### src/rtl/cond_pkg.sv
package cond_pkg;

    localparam int LEAD_FULL = 4;
    localparam int LEAD_HALF = 2;

    typedef enum logic [1:0] {
        SH_LEAD4 = 2'b00,
        SH_LEAD2 = 2'b01,
        SH_ALIGN = 2'b10,
        SH_LAG   = 2'b11
    } vs_shift_e;

endpackage

### src/rtl/cond_lane_swap.sv
module cond_lane_swap #(
    parameter int PIX_W  = 24,
    parameter int LANE_W = 8
) (
    input  logic             swap,
    input  logic [PIX_W-1:0] pix_i,
    output logic [PIX_W-1:0] pix_o
);
    localparam int HI_W = PIX_W - 2 * LANE_W;

    logic [LANE_W-1:0] lane0, lane1;
    logic [HI_W-1:0]   upper;

    always_comb begin
        lane0 = pix_i[LANE_W-1:0];
        lane1 = pix_i[2*LANE_W-1:LANE_W];
        upper = pix_i[PIX_W-1:2*LANE_W];
        pix_o = swap ? {upper, lane0, lane1} : pix_i;
    end
endmodule

### src/rtl/cond_delay_line.sv
module cond_delay_line #(
    parameter int W     = 1,
    parameter int DEPTH = 4
) (
    input  logic               clk,
    input  logic               rst,
    input  logic [W-1:0]       din,
    output logic [DEPTH*W-1:0] taps
);
    typedef struct packed {
        logic [DEPTH-1:0][W-1:0] stg;
    } line_t;

    line_t line_d, line_q;

    always_comb begin
        line_d        = line_q;
        line_d.stg[0] = din;
        for (int i = 1; i < DEPTH; i++) begin
            line_d.stg[i] = line_q.stg[i-1];
        end
        if (rst) begin
            line_d = '0;
        end
    end

    always_ff @(posedge clk) begin
        line_q <= line_d;
    end

    assign taps = line_q.stg;

    // reset leaves every stage at zero
    a_r10_stages_cleared: assert property (@(posedge clk)
        rst |=> (line_q == '0));

    // first stage captures the input of the previous clock
    a_r3_first_stage: assert property (@(posedge clk) disable iff (rst)
        !$past(rst) |-> (line_q.stg[0] == $past(din)));
endmodule

### src/rtl/cond_vs_select.sv
module cond_vs_select #(
    parameter int DEPTH = 19,
    parameter int DLY_W = 5
) (
    input  logic             vs_now,
    input  logic [DEPTH-1:0] taps,
    input  logic [DLY_W-1:0] delay,
    output logic             vs_sel
);
    always_comb begin
        vs_sel = vs_now;
        for (int k = 1; k <= DEPTH; k++) begin
            if (delay == DLY_W'(k)) begin
                vs_sel = taps[k-1];
            end
        end
    end
endmodule

### src/rtl/sync_align_conditioner.sv
module sync_align_conditioner
    import cond_pkg::*;
#(
    parameter int PIX_W   = 24,
    parameter int LANE_W  = 8,
    parameter int LAG_MAX = 15,
    localparam int LAG_W  = $clog2(LAG_MAX + 1)
) (
    input  logic             clk,
    input  logic             rst,
    input  logic             swap_en,
    input  logic             mode601,
    input  logic             hs_inv,
    input  logic             vs_inv,
    input  logic [1:0]       shift_sel,
    input  logic [LAG_W-1:0] lag_cnt,
    input  logic [PIX_W-1:0] pix_in,
    input  logic             hs_in,
    input  logic             vs_in,
    output logic [PIX_W-1:0] pix_out,
    output logic             hs_out,
    output logic             vs_out
);
    localparam int HW     = PIX_W + 1;
    localparam int HDEPTH = LEAD_FULL;
    localparam int VDEPTH = LEAD_FULL + LAG_MAX;
    localparam int DLY_W  = $clog2(VDEPTH + 1);

    logic [HDEPTH*HW-1:0] h_taps;
    logic [VDEPTH-1:0]    v_taps;
    logic [HW-1:0]        h_last;
    logic [PIX_W-1:0]     pix_core;
    logic                 hs_core;
    logic                 vs_core;
    logic [DLY_W-1:0]     vs_delay;
    logic [LAG_W-1:0]     lag_eff;
    vs_shift_e            shift_code;

    // pixel word and HSYNC share the fixed pipeline
    cond_delay_line #(.W(HW), .DEPTH(HDEPTH)) u_hline (
        .clk  (clk),
        .rst  (rst),
        .din  ({hs_in, pix_in}),
        .taps (h_taps)
    );

    assign h_last   = h_taps[HDEPTH*HW-1 -: HW];
    assign hs_core  = h_last[HW-1];
    assign pix_core = h_last[PIX_W-1:0];

    cond_lane_swap #(.PIX_W(PIX_W), .LANE_W(LANE_W)) u_swap (
        .swap  (swap_en),
        .pix_i (pix_core),
        .pix_o (pix_out)
    );

    // VSYNC tapped line
    cond_delay_line #(.W(1), .DEPTH(VDEPTH)) u_vline (
        .clk  (clk),
        .rst  (rst),
        .din  (vs_in),
        .taps (v_taps)
    );

    always_comb begin
        shift_code = vs_shift_e'(shift_sel);
        lag_eff    = (int'(lag_cnt) > LAG_MAX) ? LAG_W'(LAG_MAX) : lag_cnt;
        case (shift_code)
            SH_LEAD4: vs_delay = '0;
            SH_LEAD2: vs_delay = DLY_W'(LEAD_FULL - LEAD_HALF);
            SH_ALIGN: vs_delay = DLY_W'(LEAD_FULL);
            default:  vs_delay = DLY_W'(LEAD_FULL) + DLY_W'(lag_eff);
        endcase
    end

    cond_vs_select #(.DEPTH(VDEPTH), .DLY_W(DLY_W)) u_vsel (
        .vs_now (vs_in),
        .taps   (v_taps),
        .delay  (vs_delay),
        .vs_sel (vs_core)
    );

    // polarity after alignment
    always_comb begin
        hs_out = hs_core ^ (mode601 & hs_inv);
        vs_out = vs_core ^ (mode601 & vs_inv);
    end

    // cycles since reset, for the history-bounded checks below
    logic [2:0] warm_d, warm_q;
    always_comb begin
        warm_d = (warm_q == 3'd7) ? warm_q : warm_q + 3'd1;
        if (rst) warm_d = '0;
    end
    always_ff @(posedge clk) begin
        warm_q <= warm_d;
    end

    a_r3_hs_latency: assert property (@(posedge clk) disable iff (rst)
        (warm_q >= 3'd4) |-> (hs_core == $past(hs_in, 4)));

    a_r1_low_lane_swapped: assert property (@(posedge clk) disable iff (rst)
        (warm_q >= 3'd4 && swap_en) |->
        (pix_out[LANE_W-1:0] == $past(pix_in[2*LANE_W-1:LANE_W], 4)));

    a_r5_no_inversion: assert property (@(posedge clk) disable iff (rst)
        !mode601 |-> (hs_out == hs_core && vs_out == vs_core));

    a_r6_lead4: assert property (@(posedge clk) disable iff (rst)
        (shift_sel == 2'b00) |-> (vs_core == vs_in));

    a_r7_lead2: assert property (@(posedge clk) disable iff (rst)
        (warm_q >= 3'd2 && shift_sel == 2'b01) |-> (vs_core == $past(vs_in, 2)));

    a_r8_aligned: assert property (@(posedge clk) disable iff (rst)
        (warm_q >= 3'd4 && shift_sel == 2'b10) |-> (vs_core == $past(vs_in, 4)));

    a_r9_zero_lag: assert property (@(posedge clk) disable iff (rst)
        (warm_q >= 3'd4 && shift_sel == 2'b11 && lag_cnt == '0) |->
        (vs_core == $past(vs_in, 4)));
endmodule

### config.mk
export PLATFORM = sky130hd
export DESIGN_NAME = sync_align_conditioner
export DESIGN_NICKNAME = d
export VERILOG_FILES = /design/src/rtl/cond_pkg.sv /design/src/rtl/cond_lane_swap.sv /design/src/rtl/cond_delay_line.sv /design/src/rtl/cond_vs_select.sv /design/src/rtl/sync_align_conditioner.sv
export SDC_FILE = /design/constraint.sdc
export NUM_CORES = 1
export LEC_CHECK = 0
export ABC_AREA = 1
export CAP_MARGIN = 0
export CORE_MARGIN = 5
export CORE_UTILIZATION = 45
export DETAILED_ROUTE_END_ITERATION = 6
export DONT_BUFFER_PORTS = 1
export SLEW_MARGIN = 20
export SYNTH_ARGS = -nofsm -noshare
export SYNTH_HDL_FRONTEND = slang
export SYNTH_SLANG_ARGS = --single-unit
export TNS_END_PERCENT = 100
### constraint.sdc
create_clock -name clk -period 2.6 [get_ports clk]
set_input_delay 0.13 -clock clk [delete_from_list [all_inputs] [get_ports clk]]
set_output_delay 0.13 -clock clk [all_outputs]
set_load 0.03 [all_outputs]
After elaboration in Yosys (flattened, before gate mapping)
Index checks and enable logic that the tools add are counted.
W data, S select, Z words.
{"block": "classes", "bitwise_logic": 4, "n_mux": 21, "n_reduce_logical": 1, "n_addsub": 1, "n_eq_ne": 21}
{"cell": "$eq A5 B4 Y1 const B", "count": 8}
{"cell": "$eq A5 B3 Y1 const B", "count": 4}
{"cell": "$eq A5 B5 Y1 const B", "count": 4}
{"cell": "$mux W1", "count": 19}
{"cell": "$mux W16", "count": 1}
{"cell": "$pmux W5 S3", "count": 1}
{"cell": "$eq A5 B2 Y1 const B", "count": 2}
{"cell": "$add A3 B4 Y5 const A", "count": 1}
{"cell": "$eq A5 B1 Y1 const B", "count": 1}
{"cell": "$and A1 B1 Y1", "count": 2}
{"cell": "$eq A2 B1 Y1 const B", "count": 1}
{"cell": "$eq A2 B2 Y1 const B", "count": 1}
{"cell": "$logic_not A2 Y1", "count": 1}
{"cell": "$xor A1 B1 Y1", "count": 2}
{"block": "totals", "wordCells": 71, "regBits": 119, "input_bits": 38}

Depth between registers and ports, before layout
Gate-level depths: netlist of run 1.
{"block": "logic_depth", "ltp_word": 23, "ltp_mapped": 27, "depth_no_buf": 27}

Modules after synthesis
Synthesis of run 1 repeated with hierarchy kept, for this count alone.
{"block": "hier_totals", "cells_unflattened": 552, "area_unflattened_um2": 4355.4}
{"mod": "cond_delay_line at u_hline", "seq_area_each_um2": 2001.9, "instances": 1, "area_each_um2": 2901.5, "cells_per_inst": 311}
{"mod": "cond_delay_line at u_vline", "seq_area_each_um2": 380.4, "instances": 1, "area_each_um2": 549.3, "cells_per_inst": 59}
{"mod": "cond_vs_select", "seq_area_each_um2": 0.0, "instances": 1, "area_each_um2": 459.2, "cells_per_inst": 99}
{"mod": "cond_lane_swap", "seq_area_each_um2": 0.0, "instances": 1, "area_each_um2": 344.1, "cells_per_inst": 60}
{"mod": "sync_align_conditioner", "seq_area_each_um2": 0.0, "instances": 1, "area_each_um2": 101.3, "cells_per_inst": 23}

Worst setup path after synthesis of run 1
Ideal clock, no wire load.
{"block": "synth_path", "path_type": "input to output", "startpoint": "input lag_cnt[2]", "endpoint": "output vs_out", "t_required_ns": 2.470, "arrival_time_ns": 1.922, "stages": 26, "setup_slack_ns": 0.548, "path_cell_list": "ha_1 -> nand3_2 -> nand2_1 -> inv_2 -> nand4_1 -> nand3_1 -> nand2_1 -> nand2_1 -> nand2_1 -> nand2_1 -> nand2_1 -> nand2_1 -> nand2_1 -> nand2_1 -> nand2_1 -> nand2_1 -> nand2_1 -> nand2_1 -> nand2_1 -> nand2_1 -> nand2_1 -> nand2_1 -> nand2_1 -> nand2_1 -> nand2_1 -> nand2_1"}
{"block": "synth_via", "elab_chain_len": 23}
{"element": "start, declared", "line": "sync_align_conditioner.sv:16", "text": "input logic [LAG_W-1:0] lag_cnt,"}
{"element": "$add A3 B4 Y5 *", "line": "sync_align_conditioner.sv:72", "text": "default: vs_delay = DLY_W'(LEAD_FULL) + DLY_W'(lag_eff);"}
{"element": "$pmux W5 S3 *", "line": "sync_align_conditioner.sv:68", "text": "case (shift_code)"}
{"element": "$eq A5 B1 Y1", "line": "cond_vs_select.sv:13", "text": "if (delay == DLY_W'(k)) begin"}
{"element": "$mux W1 (18 in series)", "line": "cond_vs_select.sv:13"}
{"element": "$mux W1 *", "line": "cond_vs_select.sv:13"}
{"element": "$xor A1 B1 Y1 *", "line": "sync_align_conditioner.sv:86", "text": "vs_out = vs_core ^ (mode601 & vs_inv);"}
{"element": "end, declared", "line": "sync_align_conditioner.sv:22", "text": "output logic vs_out"}
Every way passes the cells marked *; elsewhere a longest branch is shown, timed or not.

Worst setup path after layout of run 1
{"block": "layout_path", "startpoint": "register u_vline.line_q, in the netlist u_vline.taps[0]", "endpoint": "output vs_out"}
{"block": "layout_via", "elab_chain_len": 20}
{"element": "start, declared", "line": "cond_delay_line.sv:14", "text": "line_t line_d, line_q;"}
{"element": "start signal, assigned", "line": "cond_delay_line.sv:28", "text": "line_q <= line_d;"}
{"element": "$mux W1 (19 in series)", "line": "cond_vs_select.sv:13"}
{"element": "$xor A1 B1 Y1", "line": "sync_align_conditioner.sv:86"}
Every way passes these cells.

==> impl_results.md, run 1 <==
- Status: completed
- Largest net degree at the start of global routing: 120
- Root Buffer: clkbuf_8
- Commonest cells after routing, fill and taps aside: 146 x inv_1, 136 x nor2_1, 119 x dfxtp_1
- CP Launch Type: register
- Share of layout cells above drive strength 1: 8.06%
- Total wire length: between 6 and 7 mm
- Clock latency at the later pin of the worst-skew pair: 0.50 ns
- Leakage power: 2.20 nW
- Hold Path Class: primary input to register
- Unique masters post-synth: 25
- Post-route cell area: about 5000 um^2
- Design Power: 4.40 mW
- Final count of pins violating max slew: 0
- Least-Margin Pin Slew: 0.961 ns
- Die Area: 11000 um^2
- Worst EP arrival: 2.21 ns
- Yosys warnings: 0
- Worst IR Drop VDD: 0.000415 V
- Critical path capture point type: output port
- Hold Path Sink: u_hline.taps[88]$_SDFF_PP0_
- Power Dens Cells: approximately 900 nW/um^2
- Fin crit period: 2.34 ns
- Global Route Usage Sum: 12.3%
- CTS Buffer Depth: 2
- Post-CTS setup repair buffer count: 0
- RR Startpoint: u_vline.taps[6]$_SDFF_PP0_
- Ant. Diodes: 0
- Final Hold Fails: 0
- Hold Path Depth: 2
- CTS tree: done
- Number of global-route vias before repair: ~2600
- Clock skew: 0.00527 ns
- Crit share post-route: about nine tenths
- Final Core Density: between 50% and 60%
- Rows: 34
- Syn nets: 561
- DR vias/cell: between 4 and 5
- Syn Std Cell Area: between 4000 and 5000 um^2
- Final setup viols: 0
- Highest clock rate: 427 MHz
- R2r setup slk: between 2 and 2.5 ns
- DP Area: 4080 um^2
- RD Place Congestion: 0.839
- Maxcap violations: 0
- Clk sinks: between 100 and 150
- WHS: 0.0346 ns
- Syn avg cell area: 7.77 um^2
- Number of remaining DRC errors: 0
- Post-Syn Instances: 522
- Core ar.: 8760 um^2
- Port Buffers: 0
- Global-route wire length before repair: 11.0 mm
- Final net count: 584
- Seq/Total Area, Yosys: 58.7%
- Vias: 2798
- IO Pins: 64
- CTS buffer count: 17
- CP Max Fanout: 2
- # fillers: roughly 800
- Synth Register Bits: around 120
- Most common cell after layout, fill and taps aside: inv_1
- Hold Path Origin: rst
- Post-DRT Antenna Nets: 0
- R2r worst-path depth: 2
- Worst path required time: 2.47 ns
- Die Span Y: 105 um
- Area Growth Syn to Fin: 22.6%
- Critical register-to-register path endpoint: u_vline.taps[7]$_SDFF_PP0_
- H-tree depth: 4
- Slew HR: 35.3%
- Die width: between 100 and 150 um
- Gr ovfl total: 0
- Initial antenna violation count: 0
- Pre-antenna DRT Iters: 4
- 1st-iter DRT viols: 132
- Reg clk slew, reported paths: 0.05 ns
- Wire length per cell: approximately 9.6 um
- Crit path kind: register to output port
- Detailed placer's ending HPWL: 4.03 mm
- Starting Density: 46.3%
## area by class of cell
type                       instances  area [um^2]  share of cell area (%)
sequential                       119         2380                    47.9
multi-input combinational        231         1010                    20.2
inverter                         147          552                    11.1
clock buffer                      21          449                    9.03
timing repair buffer              29          303                    6.08
clock inverter                    11          148                    2.97
tap                              108          135                    2.72
## stage by stage
step / worst slack [ns] / instances / TNS (ns)
after floorplan: 0.548 / 522 / 0
after global placement: 0.405 / 607 / 0
after detailed placement: 0.319 / 607 / 0
after CTS: 0.193 / 666 / 0
after global routing: -0.00853 / 666 / -0.00853
final: 0.258 / 666 / 0
## logic make-up (layout without fill, tap and decap cells)
kind of cell | count (synthesis) | in the layout | share of synthesized area, %
DFF | 119 | 119 | 58.7
AOI/OAI and AO/OA | 31 | 31 | 4.41
adders and majority gates | 1 | 1 | 0.308
xor gates and xnor gates | 1 | 1 | 0.216
buffers and inverters | 172 | 208 | 16.8
and+or+nand+nor | 198 | 198 | 19.5
## cells in the mapped netlist (all sizes together)
cell type | number | share of area (%)
nand3b | 1 | 0.19
a22o | 2 | 0.46
o2111ai | 1 | 0.22
inv | 147 | 14
clkbuf | 16 | 1.5
a31oi | 5 | 0.77
nor2 | 138 | 13
nor3 | 5 | 0.62
nand4 | 3 | 0.46
nand3 | 7 | 1.2
dfxtp | 119 | 59
o31ai | 1 | 0.19
o21ai | 11 | 1.4
o211ai | 1 | 0.19
nand2 | 44 | 4.1
ha | 1 | 0.31
xnor2 | 1 | 0.22
a21oi | 10 | 1.2
buf | 9 | 1.8
## worst max path at each step
stage,start,end,slack (ns),cells past startpoint
after floorplan,lag_cnt[2],vs_out,0.55,26
after global placement,lag_cnt[2],vs_out,0.41,26
after detailed placement,lag_cnt[2],vs_out,0.32,21
after CTS,u_vline.taps[0]$_SDFF_PP0_,vs_out,0.19,23
after global routing,u_vline.taps[0]$_SDFF_PP0_,vs_out,-0.009,22
final,u_vline.taps[0]$_SDFF_PP0_,vs_out,0.26,22
## registers in the layout, summed over array words and instances (netlist names)
register      cells
u_hline.taps    100
u_vline.taps     19
## report_power, final
| part | internal (mW) | leakage, nW | total (mW) | switching (mW) |
|---|---|---|---|---|
| logic | 0.0798 | 0.950 | 0.221 | 0.141 |
| clock network | 1.51 | 0.281 | 2.28 | 0.771 |
| registers | 1.88 | 0.973 | 1.90 | 0.0180 |
## worst max-delay path, cell delays in order, from the launching register on
cell and delay [ns]:
dfxtp_1 0.30, inv_1 0.04, nand4_1 0.09, nand3_1 0.09
nand2_1 0.07, nand2_1 0.05, nand2_1 0.05, nand2_1 0.04
nand2_1 0.05, nand2_1 0.05, nand2_1 0.05, nand2_1 0.04
nand2_1 0.05, nand2_1 0.05, nand2_1 0.05, nand2_1 0.04
nand2_1 0.05, nand2_1 0.05, nand2_1 0.05, nand2_1 0.06
nand2_2 0.07, nand3_1 0.15, nand2_4 0.16
## metal layers
layer | vias to the layer above | wire, um | track usage [%]
met5 | - | 0 | 0
li1 | 1521 | - | -
met4 | 0 | 98 | 6.30
met3 | 10 | 354 | 5.86
met1 | 1206 | 2960 | 14.9
met2 | 61 | 2960 | 18.1
## repair_timing
item,4_1_cts,5_1_grt
endpoints found under the setup margin,0,1
resized for setup,0,5
hold buffers,27,0
endpoints found under the hold margin,119,0
Power figures use the tool's default switching activity.
==> inputs of run 2 (changes only) <==
--- a/config.mk
+++ b/config.mk
@@ -5,7 +5,7 @@
 export SDC_FILE = /design/constraint.sdc
 export NUM_CORES = 1
 export LEC_CHECK = 0
-export ABC_AREA = 1
+export ABC_AREA = 0
 export CAP_MARGIN = 0
 export CORE_MARGIN = 5
 export CORE_UTILIZATION = 45
==> impl_results.md, run 2 <==
- Cells along the critical path: or3b_1, a31oi_1, o21a_2, nor2_1, o31ai_1, o2111ai_1, buf_4 (was inv_1, nand4_1, nand3_1, nand2_1, nand2_1, nand2_1, nand2_1, nand2_1, nand2_1, nand2_1, nand2_1, nand2_1, nand2_1, nand2_1, nand2_1, nand2_1, nand2_1, nand2_1, nand2_1, nand2_2, nand3_1, nand2_4)
- Fin crit period: 2.38 ns (was 2.34 ns)
- Rows: 34 (unchanged)
- CP Launch Point: u_vline.taps[16]$_SDFF_PP0_ (was u_vline.taps[0]$_SDFF_PP0_)
- Critical path capture point type: output port (unchanged)
- Clock skew: 0.00921 ns (was 0.00527 ns)
- Die Span Y: 105 um (about the same)
- Starting Density: 46.5% (was 46.3%)
- Gr ovfl total: 0 (unchanged)
- Critical register-to-register path endpoint: u_vline.taps[8]$_SDFF_PP0_ (was u_vline.taps[7]$_SDFF_PP0_)
- Worst path required time: 2.47 ns (about the same)
- Compound-Gate Fraction of Synth Area: 7.86% (was 4.41%)
- Vias: 2397 (was 2798)
- Wire length per cell: 13.0 um (was 9.56 um)
- Setup TNS: 0 ns (unchanged)
- Clock share of power: 53.1% (was 51.8%)
- Synth Register Bits: 119 (unchanged)
- R2r worst-path depth: 2 (unchanged)
- Detailed placer's ending HPWL: 3.94 mm (was 4.03 mm)
- Worst EP arrival: 2.25 ns (was 2.21 ns)
- H-tree depth: 4 (unchanged)
- RD Place Congestion: 0.828 (was 0.839)
- Total wire length: 6.57 mm (was 6.37 mm)
- Power Dens Cells: 900 nW/um^2 (was 884 nW/um^2)
- CTS tree: done (unchanged)
- Worst path bufs/invs: 1 (unchanged)
- R2r setup slk: 1.98 ns (was 2.06 ns)
- Internal: 3.49 mW (was 3.47 mW)
- Post-DRT Antenna Nets: 0 (unchanged)
- Crit path kind: register to output port (unchanged)
- Max reg flops: 100 (unchanged)
- CTS Buffer Depth: 2 (unchanged)
- CTS buffer count: 17 (unchanged)
- Top Family by Delay on Critical Path: compound AO/OA/AOI/OAI gates (was simple AND/OR/NAND/NOR gates)
- Crit path to: vs_out (unchanged)
- Syn Std Cell Area: 4070 um^2 (was 4060 um^2)
- # fillers: 756 (was 815)
- Post-CTS setup repair buffer count: 0 (unchanged)
- Status: completed (unchanged)
- Main synth FF type: dfxtp_1 (unchanged)
- Final Hold Fails: 0 (unchanged)
- NetSw: 961 uW (was 930 uW)
- Final net count: 424 (was 584)
- Seq/Total Area, Yosys: 58.5% (was 58.7%)
- Pre-CTS worst setup slack: 0.412 ns (was 0.319 ns)
- Area leader, netlist: dfxtp_1 (unchanged)
- Initial antenna violation count: 0 (unchanged)
- Reg power frac: 42.5% (was 43.2%)
- Global-route wire length before repair: 11.4 mm (was 11.0 mm)
- Count leader, synth: dfxtp_1 (was inv_1)
- Clock latency at the later pin of the worst-skew pair: 0.50 ns (about the same)
- WHS: 0.0485 ns (was 0.0346 ns)
- DR vias/cell: 4.74 (was 4.20)
- RR Startpoint: u_vline.taps[7]$_SDFF_PP0_ (was u_vline.taps[6]$_SDFF_PP0_)
- Number of remaining DRC errors: 0 (unchanged)
- Async SR Flop Fraction: 0% (unchanged)
- Core ar.: 8760 um^2 (unchanged)
- Root Buffer: clkbuf_8 (unchanged)
- Xor and xnor area share after synthesis: 0.430% (was 0.216%)
- Most common cell after layout, fill and taps aside: dfxtp_1 (was inv_1)
- Final setup viols: 0 (unchanged)
- Hold Path Class: primary input to register (unchanged)
- Post-synth top area share: 58.5% (was 58.7%)
- Ant. Diodes: 0 (unchanged)
- RSZ-0062 raised after global routing: no
- Die Area: 11100 um^2 (was 11000 um^2)
- Worst IR Drop VDD: 0.000563 V (was 0.000415 V)
- Post-synthesis mux area share: 4.67% (was 0%)
- Unique masters post-synth: 56 (was 25)
- Syn nets: 406 (was 561)
- Non-filler cells, final: 506 (was 666)
- Maxcap violations: 0 (unchanged)
- Top area cells in the synthesized netlist: dfxtp_1 58%, nor2b_1 18%, mux2_2 4.4%, buf_4 1.5%, clkbuf_1 1.3% (was dfxtp_1 59%, inv_1 14%, nor2_1 13%, nand2_1 4.0%, buf_4 1.5%)
- Switching Fraction: 21.6% (was 21.1%)
- Post-Syn Instances: 367 (was 522)
- Highest clock rate: 420 MHz (was 427 MHz)
- Reg clk slew, reported paths: 0.06 ns (was 0.05 ns)
- Hold Path Origin: rst (unchanged)
- Largest net degree at the start of global routing: 120 (unchanged)
- 1st-iter DRT viols: 84 (was 132)
- Crit-path max cell delay: 0.34 ns (was 0.30 ns)
- Number of global-route vias before repair: 2367 (was 2588)
- Area Growth Syn to Fin: 21.5% (was 22.6%)
- Adder-Cell Fraction of Synth Area: 0.307% (was 0.308%)
- Commonest cells after routing, fill and taps aside: 119 x dfxtp_1, 116 x nor2b_1, 26 x dlygate4sd3_1 (was 146 x inv_1, 136 x nor2_1, 119 x dfxtp_1)
- Die width: 105 um (about the same)
- Clk sinks: 119 (unchanged)
- Final count of pins violating max slew: 0 (unchanged)
- Logic pwr share: 4.4% (was 5.0%)
- Worst Slack Setup Final: 0.221 ns (was 0.258 ns)
- Syn avg cell area: 11.1 um^2 (was 7.77 um^2)
- Leakage power: 1.95 nW (was 2.20 nW)
- CP Max Fanout: 3 (was 2)
- Slew HR: 53.8% (was 35.3%)
- Yosys warnings: 0 (unchanged)
- Post-synth EDFFs: 0 (unchanged)
- Port Buffers: 0 (unchanged)
- Crit. path cell count: 7 (was 22)
- Least-Margin Pin Slew: 0.688 ns (was 0.961 ns)
- Post-Place Cells: 447 (was 607)
- Pre-antenna DRT Iters: 4 (unchanged)
- Main combinational cell family by area after synthesis: simple AND/OR/NAND/NOR gates (unchanged)
- Share of layout cells above drive strength 1: 15.1% (was 8.06%)
- IO Pins: 64 (unchanged)
- Crit share post-route: 91.5% (was 90.1%)
- Global Route Usage Sum: 12.9% (was 12.3%)
- Simple-gate share of the synthesized area: 23.5% (was 19.5%)
- CP Launch Type: register (unchanged)
- Post-synth top cells: 119 x dfxtp_1, 116 x nor2b_1, 16 x mux2_2, 14 x clkbuf_1 (was 146 x inv_1, 136 x nor2_1, 119 x dfxtp_1, 43 x nand2_1, 16 x clkbuf_1)
- Slowest-stage cell, CP: or3b_1 (was dfxtp_1)
-- run 2: cell count changes after synthesis, sizes merged, moves of 4 or more --
cell / previous run / this run
a21oi: 10 / 5
a31oi: 5 / 1
buf: 9 / 15
inv: 147 / 6
mux2: 0 / 16
nand2: 44 / 7
nand3: 7 / 2
nor2: 138 / 8
nor2b: 0 / 116
o21ai: 11 / 4
-- run 2: repair_timing --
item,4_1_cts,5_1_grt
endpoints found under the hold margin,119,0
hold buffers,27,0
resized for setup,0,0
-- run 2: power groups by stage --
stage               clock network (mW)  registers [mW]  logic (mW)
floorplan                            0            1.93       0.166
global placement                     0            1.93       0.133
detailed placement                   0            1.93       0.134
CTS                               2.44            1.90       0.196
global route                      2.54            1.90       0.218
finish                            2.37            1.90       0.194
-- run 2: worst min path at each step --
stage                                  end  slack [ns]  cells past startpoint
6_report       u_hline.taps[20]$_SDFF_PP0_        0.05                      2
5_1_grt        u_hline.taps[69]$_SDFF_PP0_        0.07                      2
3_5_place_dp    u_hline.taps[6]$_SDFF_PP0_        0.21                      1
4_1_cts        u_vline.taps[18]$_SDFF_PP0_        0.03                      2
2_1_floorplan   u_hline.taps[0]$_SDFF_PP0_        0.26                      1
3_3_place_gp    u_vline.taps[8]$_SDFF_PP0_        0.21                      1
-- run 2: worst register-to-register path, stage by stage (launching register included) --
cell	delay, ns
dfxtp_1	0.30
inv_1	0.12
nor2_1	0.07
-- run 2: kinds of logic after synthesis --
family	Yosys count
compound gates	39
buf+inv	35
xor+xnor	2
flops	119
simple gates	154
fa+ha+maj	1
mux	17
-- run 2: stage by stage --
step,util [%],power [mW],instance area (um^2)
2_1_floorplan,-,2.09,4070
3_3_place_gp,46.2,2.07,4050
3_5_place_dp,46.2,2.07,4050
4_1_cts,56.5,4.53,4950
5_1_grt,56.5,4.66,4950
6_report,56.5,4.45,4950
-- run 2: layout make-up --
cell class | instances | area, um^2 | area share (%)
clock inverter | 14 | 189 | 3.82
tap | 108 | 135 | 2.73
timing repair buffer | 28 | 295 | 5.97
clock buffer | 18 | 428 | 8.65
sequential | 119 | 2380 | 48.1
multi-input combinational | 213 | 1500 | 30.3
inverter | 6 | 22.5 | 0.455
-- run 2: metal layers --
| metal | vias to the layer above | GRT usage, % | share of wire [%] | wire length, um |
|---|---|---|---|---|
| li1 | 1251 | - | - | - |
| met1 | 1069 | 17.1 | 49 | 3250 |
| met2 | 72 | 18.1 | 43 | 2810 |
| met3 | 5 | 5.80 | 6.8 | 447 |
| met4 | 0 | 5.75 | 0.99 | 65 |
| met5 | - | 0 | 0 | 0 |
